$ cat config.mk
export PLATFORM = sky130hd
export DESIGN_NAME = spi_master_ctl
export DESIGN_NICKNAME = d
export VERILOG_FILES = /design/src/rtl/spi_mst_pkg.sv /design/src/rtl/spi_baud_gen.sv /design/src/rtl/spi_shift_reg.sv /design/src/rtl/spi_master_ctl.sv
export SDC_FILE = /design/constraint.sdc
export NUM_CORES = 1
export LEC_CHECK = 0
export BUFFER_PORTS_ARGS = -buffer_cell sky130_fd_sc_hd__buf_2
export CAP_MARGIN = 20
export CORE_MARGIN = 2
export CORE_UTILIZATION = 45
export CTS_CLUSTER_DIAMETER = 150
export CTS_CLUSTER_SIZE = 25
export DETAILED_ROUTE_END_ITERATION = 7
export GPL_TIMING_DRIVEN = 0
export HOLD_SLACK_MARGIN = 0.1
export PLACE_DENSITY_LB_ADDON = 0.3
export SYNTH_ARGS = -nofsm -noshare
export SYNTH_HDL_FRONTEND = slang
export SYNTH_SLANG_ARGS = --single-unit
$ cat constraint.sdc
create_clock -name clk -period 2.16 [get_ports clk]
set_input_delay 0.432 -clock clk [delete_from_list [all_inputs] [get_ports clk]]
set_output_delay 0.432 -clock clk [all_outputs]
set_load 0.05 [all_outputs]
$ cat src/rtl/spi_mst_pkg.sv
`timescale 1ns/1ps
package spi_mst_pkg;

    typedef enum logic [1:0] {
        ST_IDLE  = 2'd0,
        ST_XFER  = 2'd1,
        ST_TRAIL = 2'd2
    } spi_state_e;

    // cpol sits at bit 0, cpha at 1, lsb_first at 2, fault_en at 3
    typedef struct packed {
        logic fault_en;
        logic lsb_first;
        logic cpha;
        logic cpol;
    } spi_cfg_t;

    localparam int CFG_W = $bits(spi_cfg_t);

    localparam logic [1:0] SEL_DATA = 2'd0;
    localparam logic [1:0] SEL_CTRL = 2'd1;
    localparam logic [1:0] SEL_DIV  = 2'd2;
    localparam logic [1:0] SEL_STAT = 2'd3;

endpackage

$ cat src/rtl/spi_baud_gen.sv
`timescale 1ns/1ps
module spi_baud_gen #(
    parameter int DIV_W = 8
) (
    input  logic             clk,
    input  logic             rst_n,
    input  logic             run,
    input  logic [DIV_W-1:0] div,
    output logic             tick
);
    logic [DIV_W-1:0] cnt_d, cnt_q;

    always_comb begin
        cnt_d = cnt_q;
        tick  = 1'b0;
        if (!run) begin
            cnt_d = '0;
        end else if (cnt_q == div) begin
            cnt_d = '0;
            tick  = 1'b1;
        end else begin
            cnt_d = cnt_q + DIV_W'(1);
        end
    end

    always_ff @(posedge clk) begin
        if (!rst_n) cnt_q <= '0;
        else        cnt_q <= cnt_d;
    end
endmodule

$ cat src/rtl/spi_shift_reg.sv
`timescale 1ns/1ps
module spi_shift_reg #(
    parameter int W = 8
) (
    input  logic         clk,
    input  logic         rst_n,
    input  logic         load,
    input  logic [W-1:0] load_val,
    input  logic         shift,
    input  logic         lsb_first,
    input  logic         shift_in,
    output logic [W-1:0] q,
    output logic         out_bit
);
    logic [W-1:0] q_d, q_q;

    always_comb begin
        q_d = q_q;
        if (load) begin
            q_d = load_val;
        end else if (shift) begin
            if (lsb_first) q_d = {shift_in, q_q[W-1:1]};
            else           q_d = {q_q[W-2:0], shift_in};
        end
    end

    always_ff @(posedge clk) begin
        if (!rst_n) q_q <= '0;
        else        q_q <= q_d;
    end

    assign q       = q_q;
    assign out_bit = lsb_first ? q_q[0] : q_q[W-1];
endmodule

$ cat src/rtl/spi_master_ctl.sv
`timescale 1ns/1ps
module spi_master_ctl
    import spi_mst_pkg::*;
#(
    parameter int DATA_W = 8,
    parameter int DIV_W  = 8
) (
    input  logic              clk,
    input  logic              rst_n,
    input  logic              wr_en,
    input  logic [1:0]        wr_sel,
    input  logic [DATA_W-1:0] wr_data,
    input  logic              rd_en,
    input  logic [1:0]        rd_sel,
    output logic [DATA_W-1:0] rd_data,
    output logic              sck,
    output logic              mosi,
    input  logic              miso,
    output logic              sel_n,
    input  logic              sel_sense_n
);
    localparam int EDGES  = 2 * DATA_W;
    localparam int EDGE_W = $clog2(EDGES + 1);

    typedef struct packed {
        spi_state_e          st;
        logic [EDGE_W-1:0]   edges;
        logic                sck;
        logic                ss_n;
        logic                miso_l;
        spi_cfg_t            cfg;
        logic [DIV_W-1:0]    div;
        logic [DATA_W-1:0]   rx;
        logic                done;
        logic                armed;
        logic                fault;
    } ctl_regs_t;

    ctl_regs_t         r_d, r_q;
    logic              tick, run;
    logic              shf_load, shf_shift, shf_out;
    logic [DATA_W-1:0] shf_q;
    logic [EDGE_W-1:0] edge_n;
    logic              samp_edge, fault_hit;

    // signals brought out for the bound checker
    logic              cfg_cpol, cfg_fault_en, done_flag;
    logic [DATA_W-1:0] rx_hold;

    assign run = (r_q.st != ST_IDLE);

    spi_baud_gen #(.DIV_W(DIV_W)) baud_i (
        .clk   (clk),
        .rst_n (rst_n),
        .run   (run),
        .div   (r_q.div),
        .tick  (tick)
    );

    spi_shift_reg #(.W(DATA_W)) shf_i (
        .clk       (clk),
        .rst_n     (rst_n),
        .load      (shf_load),
        .load_val  (wr_data),
        .shift     (shf_shift),
        .lsb_first (r_q.cfg.lsb_first),
        .shift_in  (r_q.miso_l),
        .q         (shf_q),
        .out_bit   (shf_out)
    );

    always_comb begin
        r_d       = r_q;
        shf_load  = 1'b0;
        shf_shift = 1'b0;
        edge_n    = r_q.edges + EDGE_W'(1);
        // odd edges capture in phase 0, even edges in phase 1
        samp_edge = edge_n[0] ^ r_q.cfg.cpha;
        fault_hit = r_q.cfg.fault_en && !sel_sense_n;

        if (rd_en && rd_sel == SEL_STAT && r_q.done) r_d.armed = 1'b1;
        if (rd_en && rd_sel == SEL_DATA && r_q.armed) begin
            r_d.done  = 1'b0;
            r_d.armed = 1'b0;
        end

        if (fault_hit) begin
            r_d.fault = 1'b1;
            r_d.st    = ST_IDLE;
            r_d.ss_n  = 1'b1;
            r_d.sck   = r_q.cfg.cpol;
        end else begin
            case (r_q.st)
                ST_IDLE: begin
                    if (wr_en) begin
                        case (wr_sel)
                            SEL_DATA: begin
                                if (!r_q.fault) begin
                                    shf_load  = 1'b1;
                                    r_d.st    = ST_XFER;
                                    r_d.ss_n  = 1'b0;
                                    r_d.edges = '0;
                                end
                            end
                            SEL_CTRL: begin
                                r_d.cfg   = wr_data[CFG_W-1:0];
                                r_d.fault = 1'b0;
                            end
                            SEL_DIV: r_d.div = wr_data[DIV_W-1:0];
                            default: ;
                        endcase
                    end
                    r_d.sck = r_d.cfg.cpol;
                end
                ST_XFER: begin
                    if (tick) begin
                        r_d.sck   = ~r_q.sck;
                        r_d.edges = edge_n;
                        if (samp_edge) begin
                            r_d.miso_l = miso;
                        end else if (!(r_q.cfg.cpha && edge_n == EDGE_W'(1))) begin
                            shf_shift = 1'b1;
                        end
                        if (edge_n == EDGE_W'(EDGES)) r_d.st = ST_TRAIL;
                    end
                end
                ST_TRAIL: begin
                    if (tick) begin
                        if (r_q.cfg.cpha) begin
                            // phase 1 still owes the last shift
                            shf_shift = 1'b1;
                            if (r_q.cfg.lsb_first)
                                r_d.rx = {r_q.miso_l, shf_q[DATA_W-1:1]};
                            else
                                r_d.rx = {shf_q[DATA_W-2:0], r_q.miso_l};
                        end else begin
                            r_d.rx = shf_q;
                        end
                        r_d.st   = ST_IDLE;
                        r_d.ss_n = 1'b1;
                        r_d.done = 1'b1;
                    end
                end
                default: r_d.st = ST_IDLE;
            endcase
        end
    end

    always_ff @(posedge clk) begin
        if (!rst_n) begin
            r_q      <= '0;
            r_q.ss_n <= 1'b1;
        end else begin
            r_q <= r_d;
        end
    end

    always_comb begin
        case (rd_sel)
            SEL_DATA: rd_data = r_q.rx;
            SEL_CTRL: rd_data = DATA_W'(r_q.cfg);
            SEL_DIV:  rd_data = DATA_W'(r_q.div);
            default:  rd_data = DATA_W'({r_q.fault, run, r_q.done});
        endcase
    end

    assign sck          = r_q.sck;
    assign sel_n        = r_q.ss_n;
    assign mosi         = shf_out;
    assign cfg_cpol     = r_q.cfg.cpol;
    assign cfg_fault_en = r_q.cfg.fault_en;
    assign done_flag    = r_q.done;
    assign rx_hold      = r_q.rx;
endmodule

# Yosys cells after proc, flatten, opt, wreduce, memory -nomap -nowiden
# Index checks and enable logic that the tools add are counted.
[op_classes]
n_mux = 46
bitwise = 5
reduce_logical = 31
n_addsub = 2
n_eq_ne = 17
[op_table]
columns = ["operator", "count"]
rows = [
  ["$mux W8", 6],
  ["$mux W1", 27],
  ["$pmux W8 S3", 1],
  ["$mux W7", 3],
  ["$reduce_bool A2 Y1", 7],
  ["$pmux W6 S2", 1],
  ["$reduce_and A4 Y1", 3],
  ["$reduce_and A6 Y1", 2],
  ["$mux W9", 1],
  ["$add A8 B1 Y8 const B", 1],
  ["$eq A2 B2 Y1 const B", 4],
  ["$eq A8 B8 Y1", 1],
  ["$mux W2", 4],
  ["$eq A2 B1 Y1 const B", 3],
  ["$logic_and A1 B1 Y1", 6],
  ["$logic_not A2 Y1", 3],
  ["$ne A2 B1 Y1 const B", 3],
  ["$ne A2 B2 Y1 const B", 3],
  ["$pmux W2 S3", 1],
  ["$reduce_and A3 Y1", 2],
  ["$add A5 B1 Y5 const B", 1],
  ["$eq A5 B1 Y1 const B", 1],
  ["$eq A5 B5 Y1 const B", 1],
  ["$reduce_and A5 Y1", 1],
  ["9 further kinds", 15],
]
[word_totals]
ff_bits = 49
word_cells = 117

# Longest topological paths before layout
# Gate-level depths: netlist of the first run.
[logic_depth]
word_depth = 10
depth_mapped = 9
ltp_nobuf = 7

# By module
# From an unflattened synthesis of the first run, not the netlist that was laid out.
[hier_totals]
cells_unflattened = 314
hier_area_um2 = 2937.8
[by_module_without_submodules]
columns = ["module", "instances", "cells_each", "area_per_inst_um2"]
rows = [
  ["spi_master_ctl", 1, 221, 1955.6],
  ["spi_shift_reg", 1, 47, 511.7],
  ["spi_baud_gen", 1, 46, 470.5],
]

# Worst setup path before layout of the first run
# No wires, ideal clock.
[synth_path]
kind = "in2reg"
from = "input port wr_sel[0]"
to = "register r_q[30] (netlist bit)"
setup_slack_ps = 67
setup_time_ps = 74
cell_stages = 5
required_time_ps = 2086
arrival_time_ps = 2019
n_path_buf = 0
cell_sequence = "or4b_4 > or3_1 > and2_4 > or4_1 > a31oi_1"
[synth_via]
elab_chain_cells = 3
[synth_rtl]
columns = ["element", "line_no", "text"]
rows = [
  ["from (decl)", "spi_master_ctl.sv:11", "input logic [1:0] wr_sel,"],
  ["$logic_not A2 Y1", "spi_master_ctl.sv:96", "case (wr_sel)"],
  ["$ne A2 B1 Y1 (no line)", "--", ""],
  ["$reduce_and A6 Y1 (no line)", "--", ""],
  ["to (signal assigned)", "spi_master_ctl.sv:154", "r_q <= r_d;"],
  ["to (decl)", "spi_master_ctl.sv:39", "ctl_regs_t r_d, r_q;"],
]
# No other way between the ends.
# A chain may end at the register's enable or synchronous reset.

# Worst setup path after layout of the first run
[layout_path]
from = "register r_q[31] (netlist bit)"
to = "output port rd_data[1]"
[layout_via]
elab_chain_cells = 2
[layout_rtl]
columns = ["element", "line_no", "text"]
rows = [
  ["$reduce_bool A2 Y1", "spi_master_ctl.sv:50", "assign run = (r_q.st != ST_IDLE);"],
  ["$pmux W8 S3", "spi_master_ctl.sv:159", "case (rd_sel)"],
  ["to (decl)", "spi_master_ctl.sv:15", "output logic [DATA_W-1:0] rd_data,"],
]
# No other way between the ends.

==> results of run 1 <==
[worst min-delay path, cell delays in order]
cell	delay, ps
buf_2	100
nand2_1	50
mux2i_1	50
[per-layer routing]
metal  routed length (um)  global-route usage  up-vias  share of wire
met4                  116              0.0717        0          0.017
met3                  319              0.0348       12          0.046
met2                 3270               0.354       71           0.47
met1                 3260               0.312     1162           0.47
met5                    0                   0        -              0
li1                     -                   -     1201              -
[how the worst max path moves through the flow]
stage | cells after the start | slack [ps] | to | startpoint
global placement | 6 | -210 | r_q[30]$_SDFFE_PN0P_ | r_q[31]$_SDFFE_PP0P_
detailed placement | 6 | -210 | r_q[30]$_SDFFE_PN0P_ | r_q[31]$_SDFFE_PP0P_
finish | 5 | 50 | rd_data[1] | r_q[31]$_SDFFE_PP0P_
global route | 5 | -2 | rd_data[1] | r_q[31]$_SDFFE_PP0P_
floorplan | 5 | 70 | r_q[30]$_SDFFE_PN0P_ | wr_sel[0]
CTS | 5 | 4 | rd_data[1] | r_q[31]$_SDFFE_PP0P_
[area by class of cell]
| cell class | count | area share |
|---|---|---|
| Multi-Input combinational cell | 235 | 0.539 |
| Sequential cell | 49 | 0.309 |
| Timing Repair Buffer | 31 | 0.0578 |
| Tap cell | 75 | 0.0295 |
| Clock buffer | 6 | 0.0259 |
| Buffer | 19 | 0.0244 |
| Inverter | 10 | 0.0118 |
| Clock inverter | 1 | 0.00236 |
[registers in the layout (all words and copies together) (netlist names)]
| register | flops |
|---|---|
| r_q | 20 |
| baud_i.cnt_q | 8 |
| rx_hold | 8 |
| shf_i.q | 8 |
| cfg_cpol | 1 |
| cfg_fault_en | 1 |
| done_flag | 1 |
| sck | 1 |
| sel_n | 1 |
[what timing repair did]
action	4_1_cts	5_1_grt
pin swaps	0	3
resized for setup	9	12
buffers inserted	0	4
endpoints found under the setup margin	26	26
[cell usage after synthesis, types with 2 or more instances]
cell,count
a311oi_1,3
ha_1,7
xnor2_1,6
nand2b_1,4
nor2_1,30
or4_1,2
a21oi_1,5
nand4_1,3
nand3_1,13
and3_1,4
o211ai_1,18
a211oi_1,2
o21ai_0,5
clkbuf_1,18
inv_1,10
dfxtp_1,49
a31oi_1,5
or3_1,5
mux4_2,3
o22ai_1,2
xor2_1,11
nand3b_1,2
mux2i_1,44
nand2_1,42
buf_2,2
[stage by stage]
step | total power, uW | TNS, ps | instance area (um^2)
floorplan | 1360 | 0 | 2750
global placement | 1490 | -3170 | 2980
detailed placement | 1500 | -3770 | 2980
CTS | 2070 | 0 | 3110
global route | 2210 | -2.21 | 3180
finish | 2110 | 0 | 3180
[power by group]
part	leakage (uW)	internal (uW)	switching [uW]	total [uW]
clock	0.0000433	254	305	559
combinational	0.000988	217	364	581
sequential	0.000397	936	33.1	969
total	0.00143	1410	702	2110
[cell families after synthesis]
group | count (synthesis)
buffers and inverters | 31
XOR/XNOR | 17
AND/OR/NAND/NOR | 113
adder cells (fa/ha/maj) | 7
flip-flops | 49
multiplexers | 48
AO/OA/AOI/OAI | 50
==> results.yml, run 1 <==
clock_network:
  cts.clk_slew.worst_paths_ps: 90
  cts_buffer_depth: 2
  clk_latency_ps: 300
  cts_hold_buf: 0
  cts_htree_levels: 2
  cts_buffers: 5
  cts-root-buf: "clkbuf_8"
  clock-sinks: 49
  cts_tree: "yes"
timing:
  slew_headroom: 0.570
  fmax_ghz: 0.475
  fin_ws_ps: 54.9
  worst_pin_slew_ps: 645
  hold_slack_ps: 380
  drv_slew: 0
  fin_crit_ps: 2110
  hold_violations: 0
  clock_skew_ps: 4.91
  period_share: 0.975
  setup_viol: 0
synthesis:
  synth-simple-area-share: 0.195
  yosys_most_used_dff: "dfxtp_1"
  synth_compound_area_frac: 0.131
  synth_xor_area_frac: 0.0541
  synth_top_family_by_area: "simple AND/OR/NAND/NOR gates"
  synthTopCellsByArea: "dfxtp_1 (36%), mux2i_1 (16%), nand2_1 (5.7%)"
  synthArstFlopShare: 0
  synth-seq-cells: 49
  yosys.area_share.adder: 0.0318
  yosysTopAreaCellShare: 0.357
  synth-edff-count: 0
  synth.cell_area_um2: 2750
  synthesis.instances: 315
  seq_area_frac_synth: 0.357
  synthDistinctLibCells: 45
  muxShareOfSynthArea: 0.189
  yosysTopAreaCell: "dfxtp_1"
  synth_warnings: 0
  syn_avg_cell_area_um2: 8.73
  synthesis.nets: 340
place:
  port_buffers: 27
  gp_congestion: 0.884
  hpwlAfterDp_um: 5040
  placed_cells: 417
  pre_cts_ws_ps: -213
power_and_ir_drop:
  vdd_drop_max_v: 0.000426
  power.density_nw_per_um2: 662
  power_leakage_uw: 0.00143
die:
  io_pins: 29
  dieWidth_um: 82.2
  die_h_um: 82.2
  initial_utilization: 0.465
  die-area_um2: 6760
  rows: 28
  core_um2: 5920
final_layout:
  most-common-layout-cells: "dfxtp_1 (47), mux2i_1 (44), nand2_1 (42), nor2_1 (30), buf_2 (29)"
  post-route-util: 0.538
  drive_above_1_share: 0.177
  multiInputGateArea_um2: 1720
  fin_cells: 426
  final_common_cell: "dfxtp_1"
  num-fill-cells: 570
  finish.net_count: 376
  insertedDiodeCount: 0
  regArea_um2: 983
  synthToLayoutAreaGrowth_pct: 15.7
setup_path:
  start_kind: "register"
  r2r_setup_slack_ps: 90
  cp_cell_sequence: "inv_2 -> ha_4 -> inv_2 -> mux4_2 -> buf_6"
  cp_slowest_stage_delay_ps: 510
  crit_type: "register to output port"
  rr_startpoint: "r_q[0]$_SDFFE_PN0P_"
  endpoint_kind: "output port"
  timing.rr.end: "r_q[30]$_SDFFE_PN0P_"
  reg2reg_depth: 5
  critPathMostFrequentCell: "inv_2"
  worst-path-buf-inv: 3
  worst_ep_required_time_ps: 1730
  cp_max_fo: 8
  critPathTopFamily: "multiplexers"
  slowest_stage: "mux4_2"
  cp_data_arrival_time_ps: 1670
detailed_routing:
  dr.first_iter.drc_count: 118
  drcViolationCount: 0
  first_pass_iters: 4
  vias: 2446
  viasPerCell: 5.74
  drt-wirelength-per-cell_um: 16.3
  drtAntennaViolNets: 0
  drt_wl_total_um: 6960
hold_path:
  holdPathEnd: "r_q[23]$_SDFFE_PN0P_"
  hold_path_class: "input pin to register"
  hp-start: "miso"
  min_path_cells: 3
global_route:
  grt_max_degree: 15
  overflow: 0
  grt_usage: 0.224
  first_global_vias: 2319
  grt_pass1_wl_um: 11600
  antenna_found_initial: 0
flow_run:
  drv_cap: 0
status:
  outcome: "finished, final reports clean"
No activity file was read; power rests on OpenSTA's default activity.
==> run 2, diff against run 1 <==
Settings changed: BUFFER_PORTS_ARGS -buffer_cell sky130_fd_sc_hd__buf_2 to default, DONT_BUFFER_PORTS from default to 1.
==> run 2 against run 1 <==
- sequential power about the same
- final area shrank 3.3%
- highest routed layer unchanged
- largest power group unchanged
- non-clock buffer count is 28 lower
- clock power up 28%
==> results.yml, run 2 (same netlist as run 1, synthesis figures left out) <==
timing:
  fmax_ghz: 0.474
  period_share: 0.977
  worst_pin_slew_ps: 665
  hold_violations: 0
  drv_slew: 0
  fin_ws_ps: 49.9
  clock_skew_ps: 9.80
  setup_viol: 0
  rsz0062_at_grt: "true"
  fin_crit_ps: 2110
  slew_headroom: 0.558
  hold_slack_ps: 244
detailed_routing:
  first_pass_iters: 4
  drt-wirelength-per-cell_um: 17.6
  drtAntennaViolNets: 0
  vias: 2317
  drcViolationCount: 0
  dr.first_iter.drc_count: 116
  drt_wl_total_um: 7030
  viasPerCell: 5.81
setup_path:
  cp_cell_sequence: "inv_2 -> ha_4 -> inv_2 -> mux4_2"
  worst_ep_required_time_ps: 1730
  cp_data_arrival_time_ps: 1680
  r2r_setup_slack_ps: 100
  crit_type: "register to output port"
  critPathMostFrequentCell: "inv_2"
  reg2reg_depth: 5
  rr_startpoint: "r_q[0]$_SDFFE_PN0P_"
  start_kind: "register"
  cp.depth: 4
  cp_max_fo: 8
  cp_slowest_stage_delay_ps: 650
  endpoint_kind: "output port"
  worst-path-buf-inv: 2
  critPathTopFamily: "multiplexers"
  slowest_stage: "mux4_2"
  timing.rr.end: "r_q[29]$_SDFFE_PN0P_"
clock_network:
  cts_buffers: 5
  clock-sinks: 49
  cts_htree_levels: 2
  cts-root-buf: "clkbuf_8"
  cts.clk_slew.worst_paths_ps: 110
  cts_buffer_depth: 2
  cts_tree: "yes"
  clk_latency_ps: 320
global_route:
  overflow: 0
  first_global_vias: 2140
  grt_pass1_wl_um: 11200
  grt_max_degree: 18
  grt_usage: 0.223
  antenna_found_initial: 0
power_and_ir_drop:
  p_seq_frac: 0.450
  p_comb_frac: 0.229
  total_power_uw: 2230
  clockPowerShare: 0.321
  p_int_uw: 1490
  vdd_drop_max_v: 0.000460
  power.density_nw_per_um2: 724
  power_leakage_uw: 0.00133
  p_sw_uw: 738
  switching_share: 0.331
die:
  io_pins: 29
  die_h_um: 82.2
  dieWidth_um: 82.2
  rows: 28
  initial_utilization: 0.465
  die-area_um2: 6760
  core_um2: 5920
final_layout:
  final_common_cell: "dfxtp_1"
  drive_above_1_share: 0.123
  synthToLayoutAreaGrowth_pct: 11.9
  post-route-util: 0.520
  largest_reg_flops: 20
  finish.net_count: 348
  most-common-layout-cells: "dfxtp_1 (47), mux2i_1 (44), nand2_1 (42), nor2_1 (26), o211ai_1 (18)"
  insertedDiodeCount: 0
  top_register: "r_q"
  fin_cells: 399
flow_run:
  drv_cap: 0
place:
  gp_congestion: 0.874
  placed_cells: 390
  pre_cts_ws_ps: -185
  port_buffers: 0
  hpwlAfterDp_um: 5010
hold_path:
  hold_path_class: "input pin to register"
  hp-start: "miso"
  min_path_cells: 2
  holdPathEnd: "r_q[23]$_SDFFE_PN0P_"
status:
  outcome: "finished, final reports clean"
run 2: cell count changes in the layout (fill, tap and decap cells not counted), moves of 2 or more:
| cell | previous run | this run |
|---|---|---|
| inv_6 | 0 | 2 |
| nor2_1 | 30 | 26 |
| buf_2 | 29 | 1 |
| nor2_2 | 0 | 4 |
| clkbuf_1 | 14 | 12 |
run 2: worst max path at each step:
stage | end | start | slack [ps]
after floorplan | r_q[30]$_SDFFE_PN0P_ | wr_sel[0] | 70
after global placement | rx_hold[5]$_SDFFE_PN0P_ | r_q[31]$_SDFFE_PP0P_ | -190
after detailed placement | r_q[30]$_SDFFE_PN0P_ | r_q[31]$_SDFFE_PP0P_ | -180
after CTS | rd_data[1] | rd_sel[0] | 20
after global routing | rd_data[1] | r_q[32]$_SDFFE_PP0P_ | -2
final | rd_data[1] | r_q[32]$_SDFFE_PP0P_ | 50
run 2: repair_timing:
item	4_1_cts	5_1_grt
endpoints found under the setup margin	33	31
resized for setup	12	16
buffers inserted	0	4
hold buffers	0	0
pin swaps	0	5
run 2: cell type report:
class / instances / area (um^2)
Inverter: 10 / 37.5
Buffer: 18 / 80.1
Tap cell: 75 / 93.8
Clock buffer: 5 / 68.8
Timing Repair Buffer: 4 / 42.5
Fill cell: 566 / 2840
Multi-Input combinational cell: 235 / 1720
Clock inverter: 3 / 47.5
Sequential cell: 49 / 983
run 2: power by group through the flow:
stage / logic [uW] / clock network, uW / registers (uW)
final: 510 / 716 / 1000
after global routing: 562 / 767 / 1010
after CTS: 471 / 722 / 1000
after detailed placement: 441 / 0 / 1020
after global placement: 437 / 0 / 1020
after floorplan: 351 / 0 / 1010
run 2: routing by layer:
metal  global-route usage  routed length, um
met3               0.0652                474
met1                0.288               3120
met4               0.0567                 74
met5                    0                  0
met2                0.364               3360
run 2: per-stage QoR:
step,TNS [ps],instance area (um^2)
floorplan,0,2750
global placement,-2610,2850
detailed placement,-2730,2850
CTS,0,3010
global route,-2.25,3080
finish,0,3080
==> run 3, diff against run 2 <==
Settings changed: RECOVER_POWER from default to 50, SKIP_LAST_GASP from default to 1.
==> run 3 against run 2 <==
- power increased by 0.27%
- core utilization decreased by 0.25 points
- critical path depth increased by 1
- clock skew increased by 3.1 ps
- via count increased by 0.47%
- setup slack got worse by 43 ps
- hold slack got worse by 1.3 ps
- die area unchanged
- largest cell class unchanged
- highest routed layer unchanged
==> results.yml, run 3 (same netlist as run 1, synthesis figures left out) <==
status:
  outcome: "finished, final reports clean"
die:
  rows: 28
  io_pins: 29
  die-area_um2: 6760
  die_h_um: 82.2
  initial_utilization: 0.465
  dieWidth_um: 82.2
  core_um2: 5920
detailed_routing:
  drtAntennaViolNets: 0
  drcViolationCount: 0
  viasPerCell: 5.83
  drt-wirelength-per-cell_um: 17.8
  drt_wl_total_um: 7110
  first_pass_iters: 4
  dr.first_iter.drc_count: 109
  vias: 2328
final_layout:
  top_register: "r_q"
  post-route-cell-area_um2: 3060
  largest_reg_flops: 20
  num-fill-cells: 572
  most-common-layout-cells: "dfxtp_1 (47), mux2i_1 (44), nand2_1 (42), nor2_1 (30), o211ai_1 (18)"
  synthToLayoutAreaGrowth_pct: 11.3
  post-route-util: 0.517
  final_common_cell: "dfxtp_1"
  finish.net_count: 348
  drive_above_1_share: 0.108
  insertedDiodeCount: 0
  fin_cells: 399
clock_network:
  clock-sinks: 49
  cts_hold_buf: 0
  cts.clk_slew.worst_paths_ps: 110
  cts_tree: "yes"
  cts-root-buf: "clkbuf_8"
  cts_htree_levels: 2
  cts_buffer_depth: 2
  cts_buffers: 5
  clk_latency_ps: 330
global_route:
  grt_usage: 0.223
  overflow: 0
  first_global_vias: 2140
  busiest_layer: "met2"
  met3_usage: 0.0652
  grt_pass1_wl_um: 11200
  globalRouteMet2Util: 0.364
  antenna_found_initial: 0
  grt.met1_usage: 0.288
  grt_max_degree: 18
power_and_ir_drop:
  power.density_nw_per_um2: 730
  power_leakage_uw: 0.00133
  vdd_drop_max_v: 0.000460
  total_power_uw: 2230
timing:
  hold_violations: 0
  hold_slack_ps: 242
  clock_skew_ps: 12.9
  slew_headroom: 0.395
  fmax_ghz: 0.464
  drv_slew: 0
  fin_crit_ps: 2150
  period_share: 0.997
  setup_viol: 0
  worst_pin_slew_ps: 905
  rsz0062_at_grt: "true"
setup_path:
  crit_type: "register to register"
  endpoint_kind: "register"
  cp_max_fo: 6
  worst_ep_required_time_ps: 2410
  cp_data_arrival_time_ps: 2400
  start_kind: "register"
hold_path:
  hold_path_class: "input pin to register"
place:
  gp_congestion: 0.874
  hpwlAfterDp_um: 5010
  placed_cells: 390
  port_buffers: 0
  placed_cell_area_um2: 2850
flow_run:
  drv_cap: 0
[run 3: cell count changes in the layout (fill, tap and decap cells not counted), sizes merged]
cell	delta
buf	-1
clkbuf	+1
[run 3: path summary, 6_finish.rpt]
path | slack [ps] | endpoint | cells past startpoint | from
setup / recovery | 7 | r_q[30]$_SDFFE_PN0P_ | 5 | r_q[0]$_SDFFE_PN0P_
hold reg to reg | 470 | rx_hold[4]$_SDFFE_PN0P_ | 2 | rx_hold[4]$_SDFFE_PN0P_
hold / removal | 240 | r_q[23]$_SDFFE_PN0P_ | 2 | miso
setup reg to reg | 7 | r_q[30]$_SDFFE_PN0P_ | 5 | r_q[0]$_SDFFE_PN0P_
[run 3: power breakdown]
part	leakage (uW)	internal, uW	total, uW	switching, uW
Combinational	0.000870	200	511	311
Sequential	0.000397	936	1000	66.9
Clock	0.0000591	354	721	367
[run 3: metal layers]
metal / wire [um] / part of all wire
met4: 74 / 0.010
met2: 3400 / 0.48
met5: 0 / 0
met1: 3180 / 0.45
met3: 458 / 0.064
[run 3: worst max-delay path, cell delays in order (launching register included)]
cell     delay, ps
dfxtp_2        360
or4b_4         560
or3_1          350
and2_4         180
or4_1          470
a31oi_1        160
[run 3: final cells by class]
cell class	instances	area, um^2	share of cell area
Clock inverter	3	47.5	0.0155
Multi-Input combinational cell	235	1710	0.558
Tap cell	75	93.8	0.0306
Sequential cell	49	983	0.321
Buffer	18	80.1	0.0261
Timing Repair Buffer	4	42.5	0.0139
Inverter	10	37.5	0.0123
Clock buffer	5	68.8	0.0225
[run 3: timing repair]
action | 4_1_cts | 5_1_grt
buffers inserted | 0 | 4
pin swaps | 0 | 3
gates resized for setup | 12 | 15
cloned | 0 | 0
endpoints found under the hold margin | 0 | 0
endpoints found under the setup margin | 33 | 31
[run 3: per-stage QoR]
| step | setup TNS [ps] | setup WS [ps] |
|---|---|---|
| after floorplan | 0 | 66.9 |
| after global placement | -2610 | -189 |
| after detailed placement | -2730 | -185 |
| after CTS | 0 | 16.6 |
| after global routing | -40.4 | -39.4 |
| final | 0 | 7.05 |
